`config.mk`:
```
export PLATFORM = sky130hd
export DESIGN_NAME = vbranch_eval
export DESIGN_NICKNAME = d
export VERILOG_FILES = /design/src/rtl/vbe_pkg.sv /design/src/rtl/vbe_elem_pick.sv /design/src/rtl/vbe_elem_judge.sv /design/src/rtl/vbranch_eval.sv
export SDC_FILE = /design/constraint.sdc
export NUM_CORES = 1
export LEC_CHECK = 0
export BUFFER_PORTS_ARGS = -buffer_cell sky130_fd_sc_hd__buf_2
export CORE_UTILIZATION = 35
export CTS_BUF_LIST = sky130_fd_sc_hd__clkbuf_8
export CTS_CLUSTER_SIZE = 40
export DETAILED_ROUTE_END_ITERATION = 7
export GPL_TIMING_DRIVEN = 0
export SYNTH_ARGS = -nofsm -noshare
export SYNTH_HDL_FRONTEND = slang
export SYNTH_SLANG_ARGS = --single-unit
```
`constraint.sdc`:
```
create_clock -name clk -period 5.31 [get_ports clk]
set_clock_uncertainty 0.15 [all_clocks]
set_input_delay 0.2655 -clock clk [delete_from_list [all_inputs] [get_ports clk]]
set_output_delay 0.2655 -clock clk [all_outputs]
set_load 0.01 [all_outputs]
```
`src/rtl/vbe_pkg.sv`:
```
package vbe_pkg;

    typedef enum logic [1:0] {
        ST_IDLE = 2'd0,
        ST_RUN  = 2'd1,
        ST_FIN  = 2'd2
    } vbe_state_e;

    typedef struct packed {
        logic expect_bit;
        logic ignore_cond;
        logic no_dec;
        logic ctr_zero_req;
        logic zeroing;
        logic sub_one;
    } vbe_ctrl_t;

endpackage

```
`src/rtl/vbe_elem_pick.sv`:
```
module vbe_elem_pick #(
    parameter int MAX_VL = 64,
    localparam int IDX_W = (MAX_VL > 1) ? $clog2(MAX_VL) : 1
) (
    input  logic [MAX_VL-1:0] cond_vec,
    input  logic [MAX_VL-1:0] pred_vec,
    input  logic [IDX_W-1:0]  idx,
    input  logic              zeroing,
    input  logic              sub_one,
    output logic              tested,
    output logic              elem_bit
);

    logic cond_sel;
    logic pred_sel;

    always_comb begin
        cond_sel = cond_vec[idx];
        pred_sel = pred_vec[idx];
        tested   = pred_sel | zeroing;
        elem_bit = pred_sel ? cond_sel : sub_one;
    end

endmodule

```
`src/rtl/vbe_elem_judge.sv`:
```
module vbe_elem_judge
    import vbe_pkg::*;
#(
    parameter int CTR_W = 16
) (
    input  logic             tested,
    input  logic             elem_bit,
    input  vbe_ctrl_t        ctrl,
    input  logic [CTR_W-1:0] ctr_cur,
    output logic [CTR_W-1:0] ctr_nxt,
    output logic             pass
);

    logic cond_ok;
    logic ctr_ok;
    logic [CTR_W-1:0] ctr_dec;

    always_comb begin
        ctr_dec = ctr_cur - {{(CTR_W-1){1'b0}}, 1'b1};
        if (tested && !ctrl.no_dec) begin
            ctr_nxt = ctr_dec;
        end else begin
            ctr_nxt = ctr_cur;
        end
        cond_ok = ctrl.ignore_cond | (elem_bit == ctrl.expect_bit);
        ctr_ok  = ctrl.no_dec | ((ctr_dec == '0) == ctrl.ctr_zero_req);
        pass    = cond_ok & ctr_ok;
    end

endmodule

```
`src/rtl/vbranch_eval.sv`:
```
module vbranch_eval
    import vbe_pkg::*;
#(
    parameter int MAX_VL = 64,
    parameter int CTR_W  = 16,
    localparam int IDX_W = (MAX_VL > 1) ? $clog2(MAX_VL) : 1,
    localparam int VL_W  = $clog2(MAX_VL + 1)
) (
    input  logic              clk,
    input  logic              rst_n,
    input  logic              start,
    input  logic [VL_W-1:0]   vl_in,
    input  logic [MAX_VL-1:0] cond_in,
    input  logic [MAX_VL-1:0] pred_in,
    input  logic              expect_bit,
    input  logic              ignore_cond,
    input  logic              no_dec,
    input  logic              ctr_zero_req,
    input  logic              zeroing,
    input  logic              sub_one,
    input  logic [CTR_W-1:0]  ctr_in,
    output logic              done,
    output logic              taken,
    output logic [CTR_W-1:0]  ctr_out
);

    typedef struct packed {
        vbe_state_e        state;
        logic [MAX_VL-1:0] cond;
        logic [MAX_VL-1:0] pred;
        vbe_ctrl_t         ctrl;
        logic [CTR_W-1:0]  ctr;
        logic [IDX_W-1:0]  last;
        logic [IDX_W-1:0]  idx;
        logic              any;
        logic              all;
        logic              taken;
    } vbe_regs_t;

    vbe_regs_t r_d;
    vbe_regs_t r_q;

    logic             e_tested;
    logic             e_bit;
    logic             e_pass;
    logic [CTR_W-1:0] e_ctr;
    logic [VL_W-1:0]  vl_eff;
    logic             any_n;
    logic             all_n;
    logic             run_w;
    logic             nodec_w;

    vbe_elem_pick #(.MAX_VL(MAX_VL)) u_pick (
        .cond_vec (r_q.cond),
        .pred_vec (r_q.pred),
        .idx      (r_q.idx),
        .zeroing  (r_q.ctrl.zeroing),
        .sub_one  (r_q.ctrl.sub_one),
        .tested   (e_tested),
        .elem_bit (e_bit)
    );

    vbe_elem_judge #(.CTR_W(CTR_W)) u_judge (
        .tested   (e_tested),
        .elem_bit (e_bit),
        .ctrl     (r_q.ctrl),
        .ctr_cur  (r_q.ctr),
        .ctr_nxt  (e_ctr),
        .pass     (e_pass)
    );

    always_comb begin
        r_d    = r_q;
        vl_eff = (vl_in > VL_W'(MAX_VL)) ? VL_W'(MAX_VL) : vl_in;
        any_n  = r_q.any | e_tested;
        all_n  = r_q.all & (e_pass | ~e_tested);
        case (r_q.state)
            ST_IDLE: begin
                if (start) begin
                    r_d.cond              = cond_in;
                    r_d.pred              = pred_in;
                    r_d.ctrl.expect_bit   = expect_bit;
                    r_d.ctrl.ignore_cond  = ignore_cond;
                    r_d.ctrl.no_dec       = no_dec;
                    r_d.ctrl.ctr_zero_req = ctr_zero_req;
                    r_d.ctrl.zeroing      = zeroing;
                    r_d.ctrl.sub_one      = sub_one;
                    r_d.ctr               = ctr_in;
                    r_d.idx               = '0;
                    r_d.last              = IDX_W'(vl_eff - 1'b1);
                    r_d.any               = 1'b0;
                    r_d.all               = 1'b1;
                    r_d.taken             = 1'b0;
                    r_d.state             = (vl_eff == '0) ? ST_FIN : ST_RUN;
                end
            end
            ST_RUN: begin
                r_d.ctr = e_ctr;
                r_d.any = any_n;
                r_d.all = all_n;
                r_d.idx = r_q.idx + 1'b1;
                if (r_q.idx == r_q.last) begin
                    r_d.taken = any_n & all_n;
                    r_d.state = ST_FIN;
                end
            end
            ST_FIN: begin
                r_d.state = ST_IDLE;
            end
            default: begin
                r_d.state = ST_IDLE;
            end
        endcase
    end

    always_ff @(posedge clk) begin
        if (!rst_n) begin
            r_q <= '0;
        end else begin
            r_q <= r_d;
        end
    end

    assign done    = (r_q.state == ST_FIN);
    assign taken   = r_q.taken;
    assign ctr_out = r_q.ctr;
    assign run_w   = (r_q.state == ST_RUN);
    assign nodec_w = r_q.ctrl.no_dec;

endmodule

```
==> flow_summary.yaml <==
finish:
  insertedDiodeCount: 0
  final_core_area_utilization_pct: 49.9
  final_cell_mix: "sky130_fd_sc_hd__nand2_1, sky130_fd_sc_hd__buf_2, sky130_fd_sc_hd__dfxtp_1, sky130_fd_sc_hd__a21oi_1, sky130_fd_sc_hd__dlygate4sd3_1"
  areaGrowthSynthToFinish_pct: 38.3
  layout-drive-gt1-share_pct: 20.2
  layout.nets: 1489
  mostFrequentLayoutCell: "sky130_fd_sc_hd__nand2_1"
  fillCellCount: 2186
synth:
  synth.ff_latch_count: 167
  synthArstFlopShare_pct: 0
  post_synth_num_cell_types: 59
  gate_count_after_technology_mapping: 993
  prevailing_post_synth_register_cell: "sky130_fd_sc_hd__dfxtp_1"
  synthesis.yosys.warnings: 0
  post_synth_edffs: 0
  synth_seq_area_share_pct: 42.1
  syn_avg_cell_area_um2: 7.99
  cell_area_after_synthesis_um2: 7940
  synthesis.nets: 1157
critical_path:
  timing.setup.critical_path_class: "reg -> reg"
  crit_path_max_fanout: 10
  slowest_delay_ns: 0.50
  worst_path_dominant_cell_family: "buffers and inverters"
  worstSetupStartpointType: "register"
  critPathArrivalTime_ns: 3.48
  timing.critical_path.to_type: "register"
  critical-path-slowest-cell: "sky130_fd_sc_hd__dfxtp_1"
  timing.critical_path.buf_inv: 3
  worst_path_most_repeated_cell: "sky130_fd_sc_hd__buf_2"
  critPathRequiredTime_ns: 5.54
  critical_path.cell_chain: "buf_2 -> buf_2 -> mux2i_1 -> a2bb2oi_1 -> nand4_1 -> nand3b_2 -> a21oi_4 -> buf_4 -> o21ai_1 -> a21oi_1"
drt:
  initialDrtViolationCount: 532
  route.detailed.wl_per_inst_um: 15.7
  avgViaCountPerCell: 4.99
  route.antenna.remaining_nets: 0
  drt_pass1_iterations: 8
  detail_route.drc_violations: 13
  detail_route.wirelength_um: 25400
  num_vias: 8080
floorplanning:
  io_pins: 178
  die_width_um: 153
  initial_utilization_pct: 36.0
  dieHeight_um: 153
  floorplan.core_area_um2: 22000
  floorplan.die_area_um2: 23300
  row_count: 54
global_routing:
  first_global_vias: 7794
  global_route.peak_usage_layer: "met2"
  gr-usage-all-layers_pct: 22.2
  global_route.usage.met2_pct: 36.6
  use_met3_pct: 4.21
  grt_start_max_net_pins: 17
  grt_antenna_before_repair: 0
  met1_usage_pct: 29.3
  first_pass_grt_wire_length_um: 40600
  grt-ovfl-total: 0
pwr:
  share_seq_of_total_power_pct: 44.5
  power.share.switching_pct: 29.9
  power_leakage_nw: 4.45
  cellInternalPower_mw: 2.22
  power.density_cell_area_nw_per_um2: 289
  power.switching_mw: 0.947
  max-vdd-ir-drop_mv: 0.171
  clock_power_share_pct: 32.1
  comb_power_share_pct: 23.4
timing:
  slew_violations: 0
  tightestPinTransition_ns: 0.895
  hold_viol_final: 0
  rsz0062_at_grt: "no"
  layout_worst_path_cycle_share_pct: 61.2
  setup_violations: 0
  fmaxAchievable_ghz: 0.308
  post-route-min-period_ns: 3.25
  total_negative_setup_slack_ns: 0
  slew_headroom_pct: 40.3
placement:
  dpl.hpwl_um: 17600
  portBuffers: 176
  gp_weighted_congestion: 0.878
run:
  maxCapViolations: 0
run_status:
  outcome: "complete, but fails checks"
  violations_in_the_final_reports: "DRC"
cts:
  count_of_clock_tree_sinks: 167
  cts_tree: "built"
  cts_root_buffer: "sky130_fd_sc_hd__clkbuf_8"
  post-cts-setup-buffers: 0
  clk_pin_slew_worst_paths_ns: 0.09
  clk_latency_ns: 0.45
  cts-htree-levels: 4
  cts_buffers: 17
  ctsLongestPathBuffers: 2
min_path:
  worst_hold_path_type: "in -> reg"
-- flip-flops by register name (all words and copies together) (netlist names) --
signal and cells:
nodec_w 1, taken 1, r_q 149, ctr_out 16
-- stage by stage --
| stage | hold WS (ns) | std cells | area (um^2) | setup WS (ns) | power (mW) |
|---|---|---|---|---|---|
| 2_1_floorplan | 0.231 | 993 | 7940 | 2.72 | 1.87 |
| 3_3_place_gp | 0.288 | 1449 | 9170 | 2.08 | 2.09 |
| 3_5_place_dp | 0.294 | 1449 | 9170 | 2.11 | 2.09 |
| 4_1_cts | 0.00946 | 1618 | 11000 | 2.06 | 3.18 |
| 5_1_grt | 0.0282 | 1618 | 11000 | 1.84 | 3.34 |
| 6_report | 0.0346 | 1618 | 11000 | 2.06 | 3.17 |
-- path summary, 6_finish.rpt --
path                  start         end  slack (ns)  depth (start not counted)
hold reg to reg     r_q[94]     r_q[94]        0.30                          2
setup reg to reg     r_q[4]  ctr_out[8]        2.06                         10
hold / removal    ctr_in[4]  ctr_out[4]        0.03                          5
setup / recovery     r_q[4]  ctr_out[8]        2.06                         10
-- area by class of cell --
| cell class | instances | area (um^2) | share of cell area [%] |
|---|---|---|---|
| Multi-Input combinational cell | 724 | 4100 | 37.3 |
| Clock inverter | 13 | 179 | 1.63 |
| Buffer | 93 | 464 | 4.23 |
| Inverter | 9 | 33.8 | 0.308 |
| Sequential cell | 167 | 3340 | 30.4 |
| Timing Repair Buffer | 313 | 2250 | 20.5 |
| Tap cell | 280 | 350 | 3.19 |
| Clock buffer | 19 | 262 | 2.38 |
-- synthesized netlist by cell type (all sizes together), types with 2 or more instances --
library cell  number  area [um^2]
nor3b              2         15.0
o211a              2         20.0
inv                9         33.8
a31oi              5         31.3
mux2i              9         90.1
a22oi              7         52.6
mux4              28          653
nor4               5         46.3
a32oi              2         17.5
ha                 4         50.1
nand3b             3         26.3
nand2b             9         56.3
a211oi             6         55.1
o21a               2         15.0
and3               7         43.8
o21ai             28          144
o22ai              3         18.8
nor3              12         60.1
buf               36          250
clkbuf            57          214
dfxtp            167         3340
xor2               3         26.3
a311oi             3         26.3
a221oi             2         17.5
mux2               3         33.8
xnor2             11         96.3
o31ai              3         27.5
o41ai              3         26.3
a21oi            160          812
nor2              44          165
nor2b              6         37.5
o2111ai            2         17.5
nand3             25          125
nand2            309         1160
nand4              5         31.3
-- kinds of logic after synthesis --
kind of cell | synth area share, %
XOR/XNOR | 1.54
buffers and inverters | 6.27
AND/OR/NAND/NOR | 22.5
AO/OA/AOI/OAI | 17.1
adder cells (fa/ha/maj) | 0.630
flip-flops | 42.1
multiplexers | 9.79
-- power by group through the flow --
| stage | Sequential (mW) | Combinational [mW] | Clock, mW |
|---|---|---|---|
| after global placement | 1.44 | 0.655 | 0 |
| final | 1.41 | 0.742 | 1.02 |
| after global routing | 1.42 | 0.823 | 1.10 |
| after CTS | 1.41 | 0.738 | 1.04 |
| after detailed placement | 1.44 | 0.658 | 0 |
| after floorplan | 1.42 | 0.455 | 0 |
-- routing by layer --
metal | share of wire (%) | wire (um) | up-vias
li1 | - | - | 4059
met1 | 46 | 11600 | 3740
met2 | 47 | 11900 | 251
met3 | 5.5 | 1390 | 30
met4 | 1.9 | 489 | 0
met5 | 0 | 0 | -
-- worst min-delay path, cell delays in order --
cell,delay [ns]
sky130_fd_sc_hd__buf_2,0.10
sky130_fd_sc_hd__nand3_1,0.07
sky130_fd_sc_hd__nand2_1,0.05
sky130_fd_sc_hd__nand2_1,0.05
sky130_fd_sc_hd__a21oi_1,0.05
-- what timing repair did --
action                                  CTS  global route
endpoints found under the setup margin    0             0
gates resized for setup                   0             0
hold buffers                            137             0
hold endpoints to repair                140             0
No activity file was read; power rests on OpenSTA's default activity.
